### src/rtl/belt_pkg.sv
package belt_pkg;

   // Width code of a stored operand
   localparam logic [1:0] SZ_B8  = 2'b00;
   localparam logic [1:0] SZ_B16 = 2'b01;
   localparam logic [1:0] SZ_B32 = 2'b10;
   localparam logic [1:0] SZ_B64 = 2'b11;

   typedef struct packed {
      logic       nar;
      logic       none;
      logic [1:0] size;
   } belt_meta_t;

   localparam belt_meta_t META_EMPTY = '{nar: 1'b0, none: 1'b1, size: SZ_B8};

endpackage

### src/rtl/belt_meta_merge.sv
module belt_meta_merge
   import belt_pkg::*;
(
   input  belt_meta_t a_meta,
   input  belt_meta_t b_meta,
   output belt_meta_t y_meta
);

   logic any_nar;
   logic any_none;

   assign any_nar  = a_meta.nar | b_meta.nar;
   assign any_none = a_meta.none | b_meta.none;

   always_comb begin
      y_meta.nar  = any_nar;
      y_meta.none = ~any_nar & any_none;
      y_meta.size = (a_meta.size > b_meta.size) ? a_meta.size : b_meta.size;
   end

endmodule

### src/rtl/belt_read_port.sv
module belt_read_port
   import belt_pkg::*;
#(
   parameter int N    = 8,
   parameter int DW   = 64,
   parameter int PW   = $clog2(N),
   parameter int DEPW = $clog2(N + 1)
) (
   input  logic [PW-1:0]           pos,
   input  logic [N-1:0][DW-1:0]    ent_data,
   input  belt_meta_t [N-1:0]      ent_meta,
   input  logic [DEPW-1:0]         depth,
   output logic [DW-1:0]           out_data,
   output belt_meta_t              out_meta
);

   logic live;

   assign live = DEPW'(pos) < depth;

   always_comb begin
      if (live) begin
         out_data = ent_data[pos];
         out_meta = ent_meta[pos];
      end else begin
         out_data = '0;
         out_meta = META_EMPTY;
      end
   end

endmodule

### src/rtl/belt_store.sv
module belt_store
   import belt_pkg::*;
#(
   parameter int N    = 8,
   parameter int DW   = 64,
   parameter int DEPW = $clog2(N + 1)
) (
   input  logic                    clk,
   input  logic                    rst,
   input  logic                    ins0_en,
   input  logic [DW-1:0]           ins0_data,
   input  belt_meta_t              ins0_meta,
   input  logic                    ins1_en,
   input  logic [DW-1:0]           ins1_data,
   input  belt_meta_t              ins1_meta,
   output logic [N-1:0][DW-1:0]    ent_data,
   output belt_meta_t [N-1:0]      ent_meta,
   output logic [DEPW-1:0]         depth
);

   localparam int SW = DEPW + 1;

   logic [1:0]      ins_n;
   logic [DW-1:0]   first_data;
   belt_meta_t      first_meta;
   logic [SW-1:0]   depth_sum;

   assign ins_n      = {1'b0, ins0_en} + {1'b0, ins1_en};
   assign first_data = ins0_en ? ins0_data : ins1_data;
   assign first_meta = ins0_en ? ins0_meta : ins1_meta;
   assign depth_sum  = {1'b0, depth} + SW'(ins_n);

   always_ff @(posedge clk) begin
      if (rst)
         depth <= '0;
      else if (depth_sum > SW'(N))
         depth <= DEPW'(N);
      else
         depth <= depth_sum[DEPW-1:0];
   end

   for (genvar i = 0; i < N; i++) begin : g_slot
      logic [DW-1:0] nd_one;
      logic [DW-1:0] nd_two;
      belt_meta_t    nm_one;
      belt_meta_t    nm_two;

      if (i == 0) begin : g_front
         assign nd_one = first_data;
         assign nm_one = first_meta;
         assign nd_two = first_data;
         assign nm_two = first_meta;
      end else if (i == 1) begin : g_second
         assign nd_one = ent_data[0];
         assign nm_one = ent_meta[0];
         assign nd_two = ins1_data;
         assign nm_two = ins1_meta;
      end else begin : g_back
         assign nd_one = ent_data[i-1];
         assign nm_one = ent_meta[i-1];
         assign nd_two = ent_data[i-2];
         assign nm_two = ent_meta[i-2];
      end

      always_ff @(posedge clk) begin
         if (rst) begin
            ent_data[i] <= '0;
            ent_meta[i] <= META_EMPTY;
         end else begin
            case (ins_n)
               2'd1: begin
                  ent_data[i] <= nd_one;
                  ent_meta[i] <= nm_one;
               end
               2'd2: begin
                  ent_data[i] <= nd_two;
                  ent_meta[i] <= nm_two;
               end
               default: ;
            endcase
         end
      end
   end


   rst_clear_chk: assert property (@(posedge clk)
      rst |=> (depth == '0) && ent_meta[N-1].none && (ent_data[0] == '0));


   shift_one_chk: assert property (@(posedge clk) disable iff (rst)
      (ins_n == 2'd1) |=> (ent_data[N-1] == $past(ent_data[N-2]))
                          && (ent_meta[1] == $past(ent_meta[0])));


   shift_two_chk: assert property (@(posedge clk) disable iff (rst)
      (ins_n == 2'd2) |=> (ent_data[2] == $past(ent_data[0]))
                          && (ent_meta[N-1] == $past(ent_meta[N-3])));


   depth_cap_chk: assert property (@(posedge clk) disable iff (rst)
      depth <= DEPW'(N));


   hold_idle_chk: assert property (@(posedge clk) disable iff (rst)
      (ins_n == 2'd0) |=> $stable(ent_data) && $stable(depth));

endmodule

### src/rtl/belt_operand_store.sv
module belt_operand_store
   import belt_pkg::*;
#(
   parameter int N   = 8,
   parameter int DW  = 64,
   parameter int NRD = 2,
   parameter int PW  = $clog2(N)
) (
   input  logic                clk,
   input  logic                rst,
   input  logic                res0_en,
   input  logic [DW-1:0]       res0_data,
   input  logic [1:0]          res0_size,
   input  logic                res0_nar,
   input  logic                res0_none,
   input  logic                res1_en,
   input  logic [DW-1:0]       res1_data,
   input  logic [1:0]          res1_size,
   input  logic                res1_nar,
   input  logic                res1_none,
   input  logic [NRD*PW-1:0]   rd_pos,
   output logic [NRD*DW-1:0]   rd_data,
   output logic [NRD*2-1:0]    rd_size,
   output logic [NRD-1:0]      rd_nar,
   output logic [NRD-1:0]      rd_none,
   output logic [1:0]          mrg_size,
   output logic                mrg_nar,
   output logic                mrg_none
);

   localparam int DEPW = $clog2(N + 1);

   if (N < 3) begin : g_bad_len
      $error("belt_operand_store: N must be at least 3");
   end
   if (NRD < 2) begin : g_bad_ports
      $error("belt_operand_store: NRD must be at least 2");
   end
   if (DW < 8) begin : g_bad_width
      $error("belt_operand_store: DW must be at least 8");
   end

   logic [N-1:0][DW-1:0] ent_data;
   belt_meta_t [N-1:0]   ent_meta;
   logic [DEPW-1:0]      depth;
   belt_meta_t           in0_meta;
   belt_meta_t           in1_meta;
   belt_meta_t [NRD-1:0] rm;
   belt_meta_t           mm;
   logic [NRD-1:0][DW-1:0] rdd;

   assign in0_meta = '{nar: res0_nar, none: res0_none, size: res0_size};
   assign in1_meta = '{nar: res1_nar, none: res1_none, size: res1_size};

   belt_store #(.N(N), .DW(DW), .DEPW(DEPW)) i_store (
      .clk       (clk),
      .rst       (rst),
      .ins0_en   (res0_en),
      .ins0_data (res0_data),
      .ins0_meta (in0_meta),
      .ins1_en   (res1_en),
      .ins1_data (res1_data),
      .ins1_meta (in1_meta),
      .ent_data  (ent_data),
      .ent_meta  (ent_meta),
      .depth     (depth)
   );

   for (genvar k = 0; k < NRD; k++) begin : g_rd
      belt_read_port #(.N(N), .DW(DW), .PW(PW), .DEPW(DEPW)) i_port (
         .pos      (rd_pos[k*PW +: PW]),
         .ent_data (ent_data),
         .ent_meta (ent_meta),
         .depth    (depth),
         .out_data (rdd[k]),
         .out_meta (rm[k])
      );
      assign rd_data[k*DW +: DW] = rdd[k];
      assign rd_size[k*2 +: 2]   = rm[k].size;
      assign rd_nar[k]           = rm[k].nar;
      assign rd_none[k]          = rm[k].none;
   end

   belt_meta_merge i_merge (
      .a_meta (rm[0]),
      .b_meta (rm[1]),
      .y_meta (mm)
   );

   assign mrg_size = mm.size;
   assign mrg_nar  = mm.nar;
   assign mrg_none = mm.none;


   merge_nar_chk: assert property (@(posedge clk) disable iff (rst)
      (rm[0].nar || rm[1].nar) |-> mrg_nar && !mrg_none);


   merge_none_chk: assert property (@(posedge clk) disable iff (rst)
      (!rm[0].nar && !rm[1].nar && (rm[0].none || rm[1].none)) |-> mrg_none);


   merge_size_chk: assert property (@(posedge clk) disable iff (rst)
      (mrg_size >= rm[0].size) && (mrg_size >= rm[1].size));


   same_pos_chk: assert property (@(posedge clk) disable iff (rst)
      (rd_pos[0 +: PW] == rd_pos[PW +: PW]) |-> (rdd[0] == rdd[1]) && (rm[0] == rm[1]));


   empty_read_chk: assert property (@(posedge clk) disable iff (rst)
      (depth == '0) |-> rm[0].none && (rdd[0] == '0));

endmodule

### config.mk
export PLATFORM = sky130hd
export DESIGN_NAME = belt_operand_store
export DESIGN_NICKNAME = d
export VERILOG_FILES = /design/src/rtl/belt_pkg.sv /design/src/rtl/belt_meta_merge.sv /design/src/rtl/belt_read_port.sv /design/src/rtl/belt_store.sv /design/src/rtl/belt_operand_store.sv
export SDC_FILE = /design/constraint.sdc
export NUM_CORES = 1
export LEC_CHECK = 0
export CAP_MARGIN = 15
export CORE_MARGIN = 3
export CORE_UTILIZATION = 55
export DETAILED_ROUTE_END_ITERATION = 12
export DONT_BUFFER_PORTS = 1
export HOLD_SLACK_MARGIN = 0.08
export PLACE_DENSITY = 0.69
export SLEW_MARGIN = 20
export SYNTH_ARGS = -nofsm -noshare
export SYNTH_HDL_FRONTEND = slang
export SYNTH_HIERARCHICAL = 1
export SYNTH_SLANG_ARGS = --single-unit
### constraint.sdc
create_clock -name clk -period 6.35 [get_ports clk]
set_input_delay 1.27 -clock clk [delete_from_list [all_inputs] [get_ports clk]]
set_output_delay 1.27 -clock clk [all_outputs]
set_load 0.005 [all_outputs]
### Word level (Yosys, flattened, before mapping)

Cells that the tools add are included.

| storage, ports and cells | value |
|---|---|
| flip-flop bits (word level) | 548 |
| latch bits | 0 |
| RAM bits | 0 |
| ROM bits | 0 |
| word-level logic and storage cells | 81 |
| memories | 0 |

| cells by class | value |
|---|---|
| $add $sub $neg | 2 |
| $mul | 0 |
| div/mod/pow operators | 0 |
| order comparisons | 6 |
| eq/ne operators | 2 |
| shifts and indexed selects | 0 |
| mux-type cells | 30 |
| bitwise gates (word level) | 4 |
| reductions and logical operators | 3 |

Operators by type and width:

| cell | count |
|---|---|
| case mux 64 bit (2 select lines) | 7 |
| binary-select mux 64 bit (select 3 bit) | 2 |
| two-way mux 64 bit | 5 |
| case mux 4 bit (2 select lines) | 7 |
| binary-select mux 4 bit (select 3 bit) | 2 |
| two-way mux 4 bit | 6 |
| less-than comparator 3 x 4 -> 1 bit | 2 |
| less-than comparator 3 x 4 -> 1 bit (second input constant) | 2 |
| adder 4 x 2 -> 5 bit | 1 |
| greater-than comparator 5 x 4 -> 1 bit (second input constant) | 1 |
| OR reduction 2 bit | 2 |
| adder 1 x 1 -> 2 bit | 1 |
| == test 2 x 1 -> 1 bit (second input constant) | 1 |
| == test 2 bit (second input constant) | 1 |
| greater-than comparator 2 bit | 1 |
| two-way mux 2 bit | 1 |
| OR 1 bit | 2 |
| nonzero test 2 bit | 1 |
| bitwise AND 1 bit | 1 |
| NOT 1 bit | 1 |

### Logic depth before layout (Yosys ltp)

| depth | value |
|---|---|
| word-level depth | 6 |
| gate-level depth with buffers | 11 |
| mapped depth without buffers | 10 |

### Modules after synthesis

Netlist, hierarchy kept.

By module, submodules not included:

| module | times used | cells an instance | area each (um^2) |
|---|---|---|---|
| belt_store | 1 | 2388 | 26047.5 |
| belt_read_port | 2 | 557 | 4605.7 |
| belt_meta_merge | 1 | 15 | 98.8 |

### Worst setup path before layout

No wires, ideal clock.

| timing path | value |
|---|---|
| path type | input -> output |
| start | in rd_pos[4] |
| end | out mrg_size[0] |
| arrival | 3.065 ns |
| slack | 2.015 ns |
| cell stages on the path | 9 |
| buffers on the path | 1 |
| path through | ha_1 > a211oi_1 > or3_4 > buf_6 > and3_1 > ha_1 > inv_1 > o22ai_1 > mux2_1 |

| between the ends | value |
|---|---|
| word-level cells in the longest chain between the ends | 5 |

RTL lines:

| item | line | text |
|---|---|---|
| start: declaration | belt_operand_store.sv:21 | `input logic [NRD*PW-1:0] rd_pos,` |
| binary-select mux 4 bit (select 3 bit) | belt_read_port.sv:24 | `out_meta = ent_meta[pos];` |
| two-way mux 4 bit (implied by the code) | belt_read_port.sv:24 |  |
| two-way mux 4 bit (*) | belt_read_port.sv:22 | `if (live) begin` |
| named net rd_size[2] | belt_operand_store.sv:23 | `output logic [NRD*2-1:0] rd_size,` |
| greater-than comparator 2 bit | belt_meta_merge.sv:18 | `y_meta.size = (a_meta.size > b_meta.size) ? a_meta.size : b_meta.size;` |
| two-way mux 2 bit (*) | belt_meta_merge.sv:18 |  |
| end: declaration | belt_operand_store.sv:26 | `output logic [1:0] mrg_size,` |

Mark *: on every way through the listed nets, which the timed path passes. The rest lies on a longest branch. The select of a mux whose other input is x is not followed.

### Worst setup path after layout

| timing path | value |
|---|---|
| start | in rd_pos[4] |
| end | out mrg_size[0] |

| between the ends | value |
|---|---|
| word-level cells in the longest chain between the ends | 5 |

RTL lines:

| item | line |
|---|---|
| binary-select mux 4 bit (select 3 bit) | belt_read_port.sv:24 |
| two-way mux 4 bit (implied by the code) | belt_read_port.sv:24 |
| two-way mux 4 bit (*) | belt_read_port.sv:22 |
| named net rd_size[3] | belt_operand_store.sv:23 |
| greater-than comparator 2 bit (*) | belt_meta_merge.sv:18 |
| two-way mux 2 bit (*) | belt_meta_merge.sv:18 |

Marked as above.

==> impl_metrics.ini <==
[outcome]
outcome = finished clean

[setup_path]
cp.arrival_ns = 3.77
start_kind = primary input
path_class = in2out
worstRegToRegCells = 6
crit_fanout = 273
endpoint_kind = output port
cp_data_required_time_ns = 5.08

[power]
ir_drop_mv = 0.221
seqPwrFrac = 0.428
pwr-share-comb = 0.149
leakage_nw = 15.6
power_frac_clock = 0.424
internal_power_mw = 6.39
power.total_mw = 8.69
p_sw_mw = 2.30
p_per_area_mw_per_mm2 = 236
swShare = 0.265

[detailed_routing]
route.detailed.drc = 0
drtPass1Iterations = 5
wire_per_inst_um = 22.5
drt_iter0_drc = 2017
vias = 26100
ant_nets = 0
vias_per_cell = 6.25
wirelength_mm = 94.0

[clocking]
cts_buffers = 61
cts_buffer_depth = 3
clk_pin_slew_worst_paths_ns = 0.06
cts.repair.resized = 0
cts.sinks = 548
cts_hold_buf = 0
clk_latency_ns = 0.63
cts_tree = yes
h-tree-depth = 2
clockRootBuffer = clkbuf_16
post-cts-setup-buffers = 0

[sta]
setup_slack_ns = 1.31
final_hold_viol_count = 0
finalSetupViolCount = 0
setup_tns_ns = 0
fin_skew_ns = 0.0100
worst_pin_slew_ns = 1.42
rsz0062_at_grt = no
fin_crit_ns = 5.04
min_period_over_period = 0.794
final_max_slew_viol_count = 0
relSlewSlack = 0.0523
max_freq_ghz = 0.198

[final_layout]
final_area_mm2 = 0.0369
area_delta_synth_final_pct = 4.30
utilization = 0.583
num-nets-final = 3442
drive_gt1_frac = 0.204

[die]
core-area_mm2 = 0.0633
num_rows = 92
die_y_um = 260
initial_core_util = 0.558
ios = 286
die_area_mm2 = 0.0674
dieWidth_um = 260

[yosys]
syn_nets = 3675
ys_seq_area_frac = 0.310
yosys.area.top_type = dfxtp_1
synth-edff-count = 0
yosysTopAreaCellShare = 0.310
synth_area_leaders = dfxtp_1, mux2i_1, mux2_2, nor2_1, a22oi_1
ys_ff_latch = 548
synth_most_common_cell = mux2i_1
syn_area_mm2 = 0.0354
avgSynthCellArea_um2 = 10.1
yosys_warnings = 6
async_reset_ff_frac = 0
syn_inst = 3517
yosys-top-cells-count = mux2i_1, dfxtp_1, nor2_1
ys.flop_type = dfxtp_1
ys_types = 29

[global_route]
grt_pass1_wl_mm = 147
grt_usage = 0.267
grt_overflow = 0
use_met2 = 0.449
busiest_layer = met2
grt_max_degree = 550
grt_pass1_vias = 26800
antenna_found_initial = 3
grt.met1_usage = 0.343
gr-usage-met3 = 0.0522

[hold_path]
holdPathStages = 2
min_path_type = reg2reg

[placed_design]
dp_hpwl_mm = 53.2
place.gp.congestion = 0.791
post-place-ws_ns = 1.45
placed_area_mm2 = 0.0348
portBuffers = 0

[job]
drv_cap = 0
==> power by group through the flow <==
stage,combinational (mW),sequential (mW),clock [mW]
2_1_floorplan,1.16,3.74,0
3_3_place_gp,1.24,3.78,0
3_5_place_dp,1.27,3.79,0
4_1_cts,1.27,3.71,3.77
5_1_grt,1.37,3.74,3.89
6_report,1.29,3.72,3.68
==> kinds of logic (layout without fill, tap and decap cells) <==
| group | Yosys count | count (layout) | share of synthesized area |
|---|---|---|---|
| mux | 1633 | 1633 | 0.482 |
| simple gates | 711 | 711 | 0.0871 |
| flops | 548 | 548 | 0.310 |
| buf+inv | 334 | 147 | 0.0574 |
| compound gates | 279 | 279 | 0.0592 |
| fa+ha+maj | 12 | 12 | 0.00446 |
| other cells | 0 | 6 | 0 |
==> worst max-delay path: stages <==
cell      delay [ns]
ha_1            0.34
a211oi_1        0.22
or3_4           0.34
and3_1          0.40
inv_1           0.12
ha_1            0.32
nor2_1          0.05
o22ai_1         0.15
mux2_1          0.45
==> final cells by class <==
class,count,area (µm²)
diodes,6,15.0
clock buffers,87,1820
clock inverters,22,267
fillers,5441,26400
inverters,14,52.6
multi-input cells,2635,22400
flip-flops and latches,548,11000
well taps,846,1060
repair buffers,24,268
==> state kept, by name, summed over array words and instances (netlist names) <==
signal and cells:
i_store/g_slot.nd_one 448, i_store/ent_meta 32, i_store/ent_data 64, i_store/depth 4
==> path summary, 6_finish.rpt <==
check	start	slack (ns)	to
max	rd_pos[4]	1.31	mrg_size[0]
min	i_store/ent_data[492]	0.53	i_store/ent_data[492]
max reg2reg	i_store/depth[0]	4.41	i_store/depth[3]
min reg2reg	i_store/ent_data[492]	0.53	i_store/ent_data[492]
==> per-layer routing <==
| metal | up-vias | wire length [µm] |
|---|---|---|
| met3 | 170 | 6170 |
| met5 | - | 0 |
| met1 | 12900 | 40200 |
| met2 | 705 | 45000 |
| li1 | 12300 | - |
| met4 | 0 | 2720 |
==> placed cells by master, fill, tap and decap left out, drive strengths merged, types with 2 or more instances in the layout <==
cell / n
dfxtp: 548
a211oi: 4
ha: 11
mux2i: 1088
bufinv: 6
and3: 135
or3: 2
nor2: 546
mux2: 545
nor2b: 6
clkinv: 14
nand2b: 10
nand2: 5
and2: 2
inv: 15
buf: 24
a22oi: 272
clkbuf: 87
diode: 6
==> stage by stage <==
stage / hold WS (ns) / std cells
floorplan: 0.471 / 3517
global placement: 0.490 / 4067
detailed placement: 0.510 / 4067
CTS: 0.531 / 4176
global route: 0.549 / 4177
finish: 0.526 / 4182
Note: power is estimated with default switching activity, not from simulation.
